## src/rtl/regfld_pkg.sv

```systemverilog
// Package: shared types and helpers for the dual-writer register field.
// Assumes: access modes and enable modes are elaboration-time constants.
package regfld_pkg;

    // Access permission of one writer side.
    typedef enum logic [1:0] {
        ACC_NONE = 2'd0,
        ACC_RO   = 2'd1,
        ACC_WO   = 2'd2,
        ACC_RW   = 2'd3
    } access_e;

    // How the hardware write enable is interpreted.
    typedef enum logic [1:0] {
        HWEN_ALWAYS = 2'd0,
        HWEN_HIGH   = 2'd1,
        HWEN_LOW    = 2'd2
    } hw_en_mode_e;

    // True when the access mode grants a write path.
    function automatic logic may_write(access_e acc);
        return (acc == ACC_WO) || (acc == ACC_RW);
    endfunction

    // Number of byte lanes needed to cover a field of the given width.
    function automatic int lane_count(int width);
        return (width + 7) / 8;
    endfunction

endpackage

```

## src/rtl/regfld_lane.sv

```systemverilog
// Module: one software byte lane merge.
// Picks the new lane bits when the lane enable is set, else keeps the
// current bits. Assumes LANE_W is 1..8.
module regfld_lane #(
    parameter int LANE_W = 8
) (
    input  logic              en_i,
    input  logic [LANE_W-1:0] cur_i,
    input  logic [LANE_W-1:0] wdata_i,
    output logic [LANE_W-1:0] nxt_o
);

    // Lane select between stored and written bits.
    always_comb begin
        nxt_o = en_i ? wdata_i : cur_i;
    end

endmodule

```

## src/rtl/regfld_sw_path.sv

```systemverilog
// Module: software write path.
// Builds the byte-merged next value from the current field and raises a
// request when software may write and the strobe is set. Assumes the
// strobe is already address-decoded.
module regfld_sw_path
    import regfld_pkg::*;
#(
    parameter int      WIDTH     = 20,
    parameter access_e SW_ACCESS = ACC_RW,
    localparam int     NLANES    = (WIDTH + 7) / 8
) (
    input  logic              sw_wr_i,
    input  logic [NLANES-1:0] sw_be_i,
    input  logic [WIDTH-1:0]  sw_wdata_i,
    input  logic [WIDTH-1:0]  cur_i,
    output logic              req_o,
    output logic [WIDTH-1:0]  next_o
);

    localparam logic CAN_WRITE = may_write(SW_ACCESS);

    // Request only exists when the access mode grants a write path.
    always_comb begin
        req_o = CAN_WRITE && sw_wr_i;
    end

    // One merge cell per byte lane; the top lane may be narrower than 8.
    for (genvar g = 0; g < NLANES; g++) begin : g_lane
        localparam int LO = 8 * g;
        localparam int LW = ((WIDTH - LO) < 8) ? (WIDTH - LO) : 8;

        regfld_lane #(
            .LANE_W (LW)
        ) u_lane (
            .en_i    (sw_be_i[g]),
            .cur_i   (cur_i[LO +: LW]),
            .wdata_i (sw_wdata_i[LO +: LW]),
            .nxt_o   (next_o[LO +: LW])
        );
    end

endmodule

```

## src/rtl/regfld_hw_path.sv

```systemverilog
// Module: hardware write request decode.
// Turns the hardware enable into a request according to the configured
// polarity mode. Assumes modes are constants.
module regfld_hw_path
    import regfld_pkg::*;
#(
    parameter access_e     HW_ACCESS  = ACC_RW,
    parameter hw_en_mode_e HW_EN_MODE = HWEN_LOW
) (
    input  logic hw_we_i,
    output logic req_o
);

    localparam logic CAN_WRITE = may_write(HW_ACCESS);

    logic en_active;

    // Interpret the enable according to its polarity mode.
    always_comb begin
        case (HW_EN_MODE)
            HWEN_HIGH: en_active = hw_we_i;
            HWEN_LOW:  en_active = !hw_we_i;
            default:   en_active = 1'b1;
        endcase
    end

    // Request only exists when the access mode grants a write path.
    always_comb begin
        req_o = CAN_WRITE && en_active;
    end

endmodule

```

## src/rtl/regfld_arbiter.sv

```systemverilog
// Module: write-source arbitration.
// Chooses between software and hardware data when both request; the
// precedence is fixed at elaboration. Assumes sw_next already holds the
// unwritten lanes at their current value.
module regfld_arbiter #(
    parameter int WIDTH       = 20,
    parameter bit HW_PRIORITY = 1'b0
) (
    input  logic             sw_req_i,
    input  logic [WIDTH-1:0] sw_next_i,
    input  logic             hw_req_i,
    input  logic [WIDTH-1:0] hw_data_i,
    output logic             wr_en_o,
    output logic [WIDTH-1:0] wr_data_o
);

    // Any request causes a load.
    always_comb begin
        wr_en_o = sw_req_i || hw_req_i;
    end

    if (HW_PRIORITY) begin : g_hw_first
        // Hardware first, software only when hardware is idle.
        always_comb begin
            wr_data_o = hw_req_i ? hw_data_i : sw_next_i;
        end
    end else begin : g_sw_first
        // Software first, hardware only when software is idle.
        always_comb begin
            wr_data_o = sw_req_i ? sw_next_i : hw_data_i;
        end
    end

endmodule

```

## src/rtl/regfld_reduce.sv

```systemverilog
// Module: optional bitwise reductions of the stored value.
// Each reduction can be enabled on its own; a disabled one drives 0.
// Assumes value_i is the registered field.
module regfld_reduce #(
    parameter int WIDTH  = 20,
    parameter bit EN_AND = 1'b1,
    parameter bit EN_OR  = 1'b1,
    parameter bit EN_XOR = 1'b1
) (
    input  logic [WIDTH-1:0] value_i,
    output logic             and_o,
    output logic             or_o,
    output logic             xor_o
);

    if (EN_AND) begin : g_and
        // AND of all stored bits.
        always_comb begin
            and_o = &value_i;
        end
        // all-ones value and only that value gives 1.
        always_comb begin
            p_and_r9: assert (and_o == ($countones(value_i) == WIDTH));
        end
    end else begin : g_no_and
        // Disabled output held low.
        always_comb begin
            and_o = 1'b0;
        end
    end

    if (EN_OR) begin : g_or
        // OR of all stored bits.
        always_comb begin
            or_o = |value_i;
        end
        // OR is 1 exactly when some bit is set.
        always_comb begin
            p_or_r9: assert (or_o == ($countones(value_i) != 0));
        end
    end else begin : g_no_or
        // Disabled output held low.
        always_comb begin
            or_o = 1'b0;
        end
    end

    if (EN_XOR) begin : g_xor
        // XOR (parity) of all stored bits.
        always_comb begin
            xor_o = ^value_i;
        end
        // parity matches the count of set bits.
        always_comb begin
            p_xor_r9: assert (xor_o == ($countones(value_i) % 2 == 1));
        end
    end else begin : g_no_xor
        // Disabled output held low.
        always_comb begin
            xor_o = 1'b0;
        end
    end

endmodule

```

## src/rtl/regfld_field.sv

```systemverilog
// Module: dual-writer register field (top).
// Stores WIDTH bits written by software (per byte lane) and by hardware,
// arbitrated by a fixed precedence, and exposes optional reductions.
// Assumes synchronous reset and a decoded software strobe.
module regfld_field
    import regfld_pkg::*;
#(
    parameter int               WIDTH           = 20,
    parameter access_e          SW_ACCESS       = ACC_RW,
    parameter access_e          HW_ACCESS       = ACC_RW,
    parameter hw_en_mode_e      HW_EN_MODE      = HWEN_LOW,
    parameter bit               HW_PRIORITY     = 1'b0,
    parameter bit               RST_ACTIVE_LOW  = 1'b1,
    parameter bit               HAS_RESET_VALUE = 1'b1,
    parameter logic [WIDTH-1:0] RESET_VALUE     = 20'h5A3C1,
    parameter bit               EN_AND          = 1'b1,
    parameter bit               EN_OR           = 1'b1,
    parameter bit               EN_XOR          = 1'b1,
    localparam int              NLANES          = (WIDTH + 7) / 8
) (
    input  logic              clk_i,
    input  logic              rst_i,
    input  logic              sw_wr_i,
    input  logic [NLANES-1:0] sw_be_i,
    input  logic [WIDTH-1:0]  sw_wdata_i,
    input  logic              hw_we_i,
    input  logic [WIDTH-1:0]  hw_wdata_i,
    output logic [WIDTH-1:0]  field_o,
    output logic              and_o,
    output logic              or_o,
    output logic              xor_o
);

    logic             rst_act;
    logic             sw_req;
    logic             hw_req;
    logic [WIDTH-1:0] sw_next;
    logic             wr_en;
    logic [WIDTH-1:0] wr_data;
    logic [WIDTH-1:0] field_q;

    // Normalise the reset to an active-high internal level.
    always_comb begin
        rst_act = RST_ACTIVE_LOW ? !rst_i : rst_i;
    end

    regfld_sw_path #(
        .WIDTH     (WIDTH),
        .SW_ACCESS (SW_ACCESS)
    ) u_sw (
        .sw_wr_i    (sw_wr_i),
        .sw_be_i    (sw_be_i),
        .sw_wdata_i (sw_wdata_i),
        .cur_i      (field_q),
        .req_o      (sw_req),
        .next_o     (sw_next)
    );

    regfld_hw_path #(
        .HW_ACCESS  (HW_ACCESS),
        .HW_EN_MODE (HW_EN_MODE)
    ) u_hw (
        .hw_we_i (hw_we_i),
        .req_o   (hw_req)
    );

    regfld_arbiter #(
        .WIDTH       (WIDTH),
        .HW_PRIORITY (HW_PRIORITY)
    ) u_arb (
        .sw_req_i  (sw_req),
        .sw_next_i (sw_next),
        .hw_req_i  (hw_req),
        .hw_data_i (hw_wdata_i),
        .wr_en_o   (wr_en),
        .wr_data_o (wr_data)
    );

    if (HAS_RESET_VALUE) begin : g_rst_val
        // Storage register with a defined reset value.
        always_ff @(posedge clk_i) begin
            if (rst_act) begin
                field_q <= RESET_VALUE;
            end else if (wr_en) begin
                field_q <= wr_data;
            end
        end
    end else begin : g_no_rst_val
        // Storage register whose content is undefined after reset.
        always_ff @(posedge clk_i) begin
            if (!rst_act && wr_en) begin
                field_q <= wr_data;
            end
        end
    end

    // Stored value straight to the port.
    always_comb begin
        field_o = field_q;
    end

    regfld_reduce #(
        .WIDTH  (WIDTH),
        .EN_AND (EN_AND),
        .EN_OR  (EN_OR),
        .EN_XOR (EN_XOR)
    ) u_red (
        .value_i (field_q),
        .and_o   (and_o),
        .or_o    (or_o),
        .xor_o   (xor_o)
    );

    // no request from either side means the value holds.
    p_hold_r7: assert property (@(posedge clk_i) disable iff (rst_act)
        (!sw_req && !hw_req) |=> $stable(field_q));

    if (HW_PRIORITY) begin : g_chk_hw
        // a hardware request always lands its data.
        p_hw_wins_r6: assert property (@(posedge clk_i) disable iff (rst_act)
            hw_req |=> (field_q == $past(hw_wdata_i)));
    end else begin : g_chk_sw
        // on a collision the software merge lands, hardware is dropped.
        p_sw_wins_r5: assert property (@(posedge clk_i) disable iff (rst_act)
            (sw_req && hw_req) |=> (field_q == $past(sw_next)));
    end

endmodule

```

## config.mk

```make
export PLATFORM = sky130hd
export DESIGN_NAME = regfld_field
export DESIGN_NICKNAME = d
export VERILOG_FILES = /design/src/rtl/regfld_pkg.sv /design/src/rtl/regfld_lane.sv /design/src/rtl/regfld_sw_path.sv /design/src/rtl/regfld_hw_path.sv /design/src/rtl/regfld_arbiter.sv /design/src/rtl/regfld_reduce.sv /design/src/rtl/regfld_field.sv
export SDC_FILE = /design/constraint.sdc
export NUM_CORES = 1
export LEC_CHECK = 0
export ABC_AREA = 1
export BUFFER_PORTS_ARGS = -buffer_cell sky130_fd_sc_hd__buf_2
export CORE_MARGIN = 2
export CORE_UTILIZATION = 48
export DETAILED_ROUTE_END_ITERATION = 12
export PLACE_DENSITY = 0.83
export SETUP_SLACK_MARGIN = 0.1
export SYNTH_ARGS = -nofsm -noshare
export SYNTH_HDL_FRONTEND = slang
export SYNTH_SLANG_ARGS = --single-unit
```

## constraint.sdc

```tcl
create_clock -name clk_i -period 1.5 [get_ports clk_i]
set_input_delay 0.15 -clock clk_i [delete_from_list [all_inputs] [get_ports clk_i]]
set_output_delay 0.15 -clock clk_i [all_outputs]
set_load 0.01 [all_outputs]
```

==> flow_summary.ini <==
[layout]
antenna_cells = 0
largest_reg_flops = 20
syn2layout_area_growth_pct = 50.3
nets = 397
drive_above_1_share_pct = 52.7
final_area_um2 = 2410
fin_util_pct = 77.1
fill_cells = 225

[setup_path]
cp_common_cell = nand2_1
critical-path-top-delay-family = simple AND/OR/NAND/NOR gates
crit_chain = inv_2 -> ha_4 -> nor2_4 -> inv_1 -> nand2_1 -> nand2_1 -> nand2_1 -> nand2_1 -> nand2_1 -> nand2_1 -> nand2_1 -> buf_2
crit_path_end_kind = primary output
worst-path-buf-inv = 3
startpoint_type = flop
crit_fanout = 5
slowest_stage = dfxtp_2
critPathKind = flop to primary output
crit_arrival_ns = 1.66
cp_data_required_time_ns = 1.35
slowest_delay_ns = 0.36

[logic_synthesis]
ys_types = 23
synthCells = 236
avgSynthCellArea_um2 = 6.80
synthAdderAreaFrac_pct = 15.6
ys_ff_latch = 20
syn_nets = 303
synth_top_family_by_area = compound AO/OA/AOI/OAI gates
netlist_area_um2 = 1610
synth.yosys.seq_area_share_pct = 24.9
yosys_warnings = 0
synthSimpleGateAreaFrac_pct = 19.2
synthMuxAreaShare_pct = 0
synth_compound_area_share_pct = 23.3
synth_xor_area_share_pct = 1.09

[timing]
slew_headroom_pct = 74.2
min_period_ns = 1.81
tightest_slew_ns = 0.387
worst_hold_slack_ns = 0.0811
worst_slack_ns = -0.314
grt_setup_unrepaired = yes
hold_viol_final = 0
fin_skew_ns = 0
slew_viol_final = 0
setup-violations-final = 3
fmax_mhz = 551
finalCritPeriodShare_pct = 121

[cts]
clk_pin_slew_ns = 0.11
cts_tree = built
clk_path_buf_depth = 2
cts_sinks = 20
cts_max_level = 1
clock_latency_ns = 0.30
cts_root_buffer = clkbuf_4
cts_buffers = 3

[run_status]
failed_checks = setup timing
status = finished, violations left

[grt]
grt-ovfl-total = 0
grt_pass1_vias = 1513
antenna_found_initial = 0
grt_pass1_wl_um = 6460
track_usage_pct = 22.4
grt_max_degree = 23

[routing]
drtIter0Drc = 110
dr.pass1.iters = 4
wl_per_cell_um = 12.4
drc = 0
via_per_inst = 4.81
dr_total_vias = 1789
postRouteAntennaNets = 0
wl_um = 4600

[floorplan]
ioPinCount = 70
die_height_um = 61.8
fp-row-count = 20
die_w_um = 61.8
die_area_um2 = 3820
core_um2 = 3130
start_util_pct = 51.3

[power]
p_leak_nw = 1.30
peakVddDrop_uv = 626
powerDensity_nw_per_um2 = 737

[place]
gp_congestion = 0.793
io_buffer_count = 69
dpl_cell_area_um2 = 2110
dpl.hpwl_um = 3060

[worst_hold_path]
hp-class = primary input to flop

[job]
cap_violations = 0
==> power by group <==
part,total (mW),switching (mW),internal [mW]
Sequential,0.622,0.0354,0.587
Clock,0.260,0.167,0.0936
Combinational,0.894,0.481,0.413
Total,1.78,0.683,1.09
==> routing by layer <==
| metal | vias to the layer above | global-route usage [%] | wire, um |
|---|---|---|---|
| li1 | 928 | - | - |
| met1 | 774 | 28.6 | 1950 |
| met2 | 77 | 40.0 | 2260 |
| met3 | 10 | 1.24 | 293 |
| met4 | 0 | 7.60 | 99 |
| met5 | - | 0 | 0 |
==> placed cells by master, fill, tap and decap left out, drive strengths merged <==
cell	n
ha	20
nor3	1
dfxtp	20
nor2	7
xnor2	1
xor2	1
o211ai	18
o21ai	22
nand2	62
nand4	4
a21oi	14
nand3	1
buf	97
clkbuf	3
or3	1
inv	56
==> worst min-delay path, cell delays in order <==
cell      delay (ns)
buf_2           0.08
o211ai_2        0.07
o211ai_2        0.05
==> per-stage QoR <==
stage	worst slack, ns	setup TNS [ns]	total power, mW	cells
global placement	0.0172	0	1.32	352
CTS	-0.270	-0.449	1.70	365
global route	-0.419	-0.795	1.90	372
detailed placement	-0.000793	-0.000793	1.34	352
floorplan	0.104	0	1.10	236
finish	-0.314	-0.579	1.78	372
==> cells by family after synthesis <==
logic type / after synthesis
AO/OA/AOI/OAI: 54
flip-flops: 20
adder cells (fa/ha/maj): 20
AND/OR/NAND/NOR: 76
XOR/XNOR: 2
buffers and inverters: 64
==> synthesized netlist by cell type <==
cell,count,share of area (%)
or3_1,1,0.39
nand3_1,1,0.31
a21oi_2,2,1.1
dfxtp_1,20,25
buf_4,3,1.4
xnor2_1,1,0.55
buf_2,3,0.94
nor2_4,1,0.70
nor3_1,1,0.31
nor2_1,6,1.4
o21ai_1,5,1.6
o211ai_2,8,6.2
inv_2,1,0.23
a21oi_1,11,3.4
nand2_1,62,14
o21ai_0,17,5.3
ha_1,20,16
xor2_1,1,0.55
clkbuf_1,2,0.47
o211ai_1,10,4.7
a21oi_4,1,1.0
nand4_1,4,1.6
inv_1,55,13
==> worst paths after layout <==
path | slack [ns] | cells past startpoint | startpoint | endpoint
max reg2reg | 0.72 | 3 | field_o[16]$_SDFFE_PN1P_ | field_o[16]$_SDFFE_PN1P_
min reg2reg | 0.49 | 2 | field_o[17]$_SDFFE_PN0P_ | field_o[17]$_SDFFE_PN0P_
max | -0.31 | 12 | field_o[2]$_SDFFE_PN0P_ | xor_o
min | 0.08 | 3 | hw_wdata_i[13] | field_o[13]$_SDFFE_PN1P_
==> what timing repair did <==
| action | in CTS | in global routing |
|---|---|---|
| buffers inserted | 11 | 9 |
| pin swaps | 9 | 18 |
| cloned | 0 | 0 |
| hold buffers | 0 | 0 |
| setup endpoints to repair | 3 | 3 |
| resized for setup | 39 | 15 |
==> layout make-up <==
class                      instances  area [um^2]  area share [%]
tap                               44         55.1            2.28
multi-input combinational        152         1130            46.9
inverter                          56          213            8.82
timing repair buffer              97          567            23.5
clock buffer                       3         22.5           0.934
sequential                        20          423            17.5
Note: power is estimated with default switching activity, not from simulation.
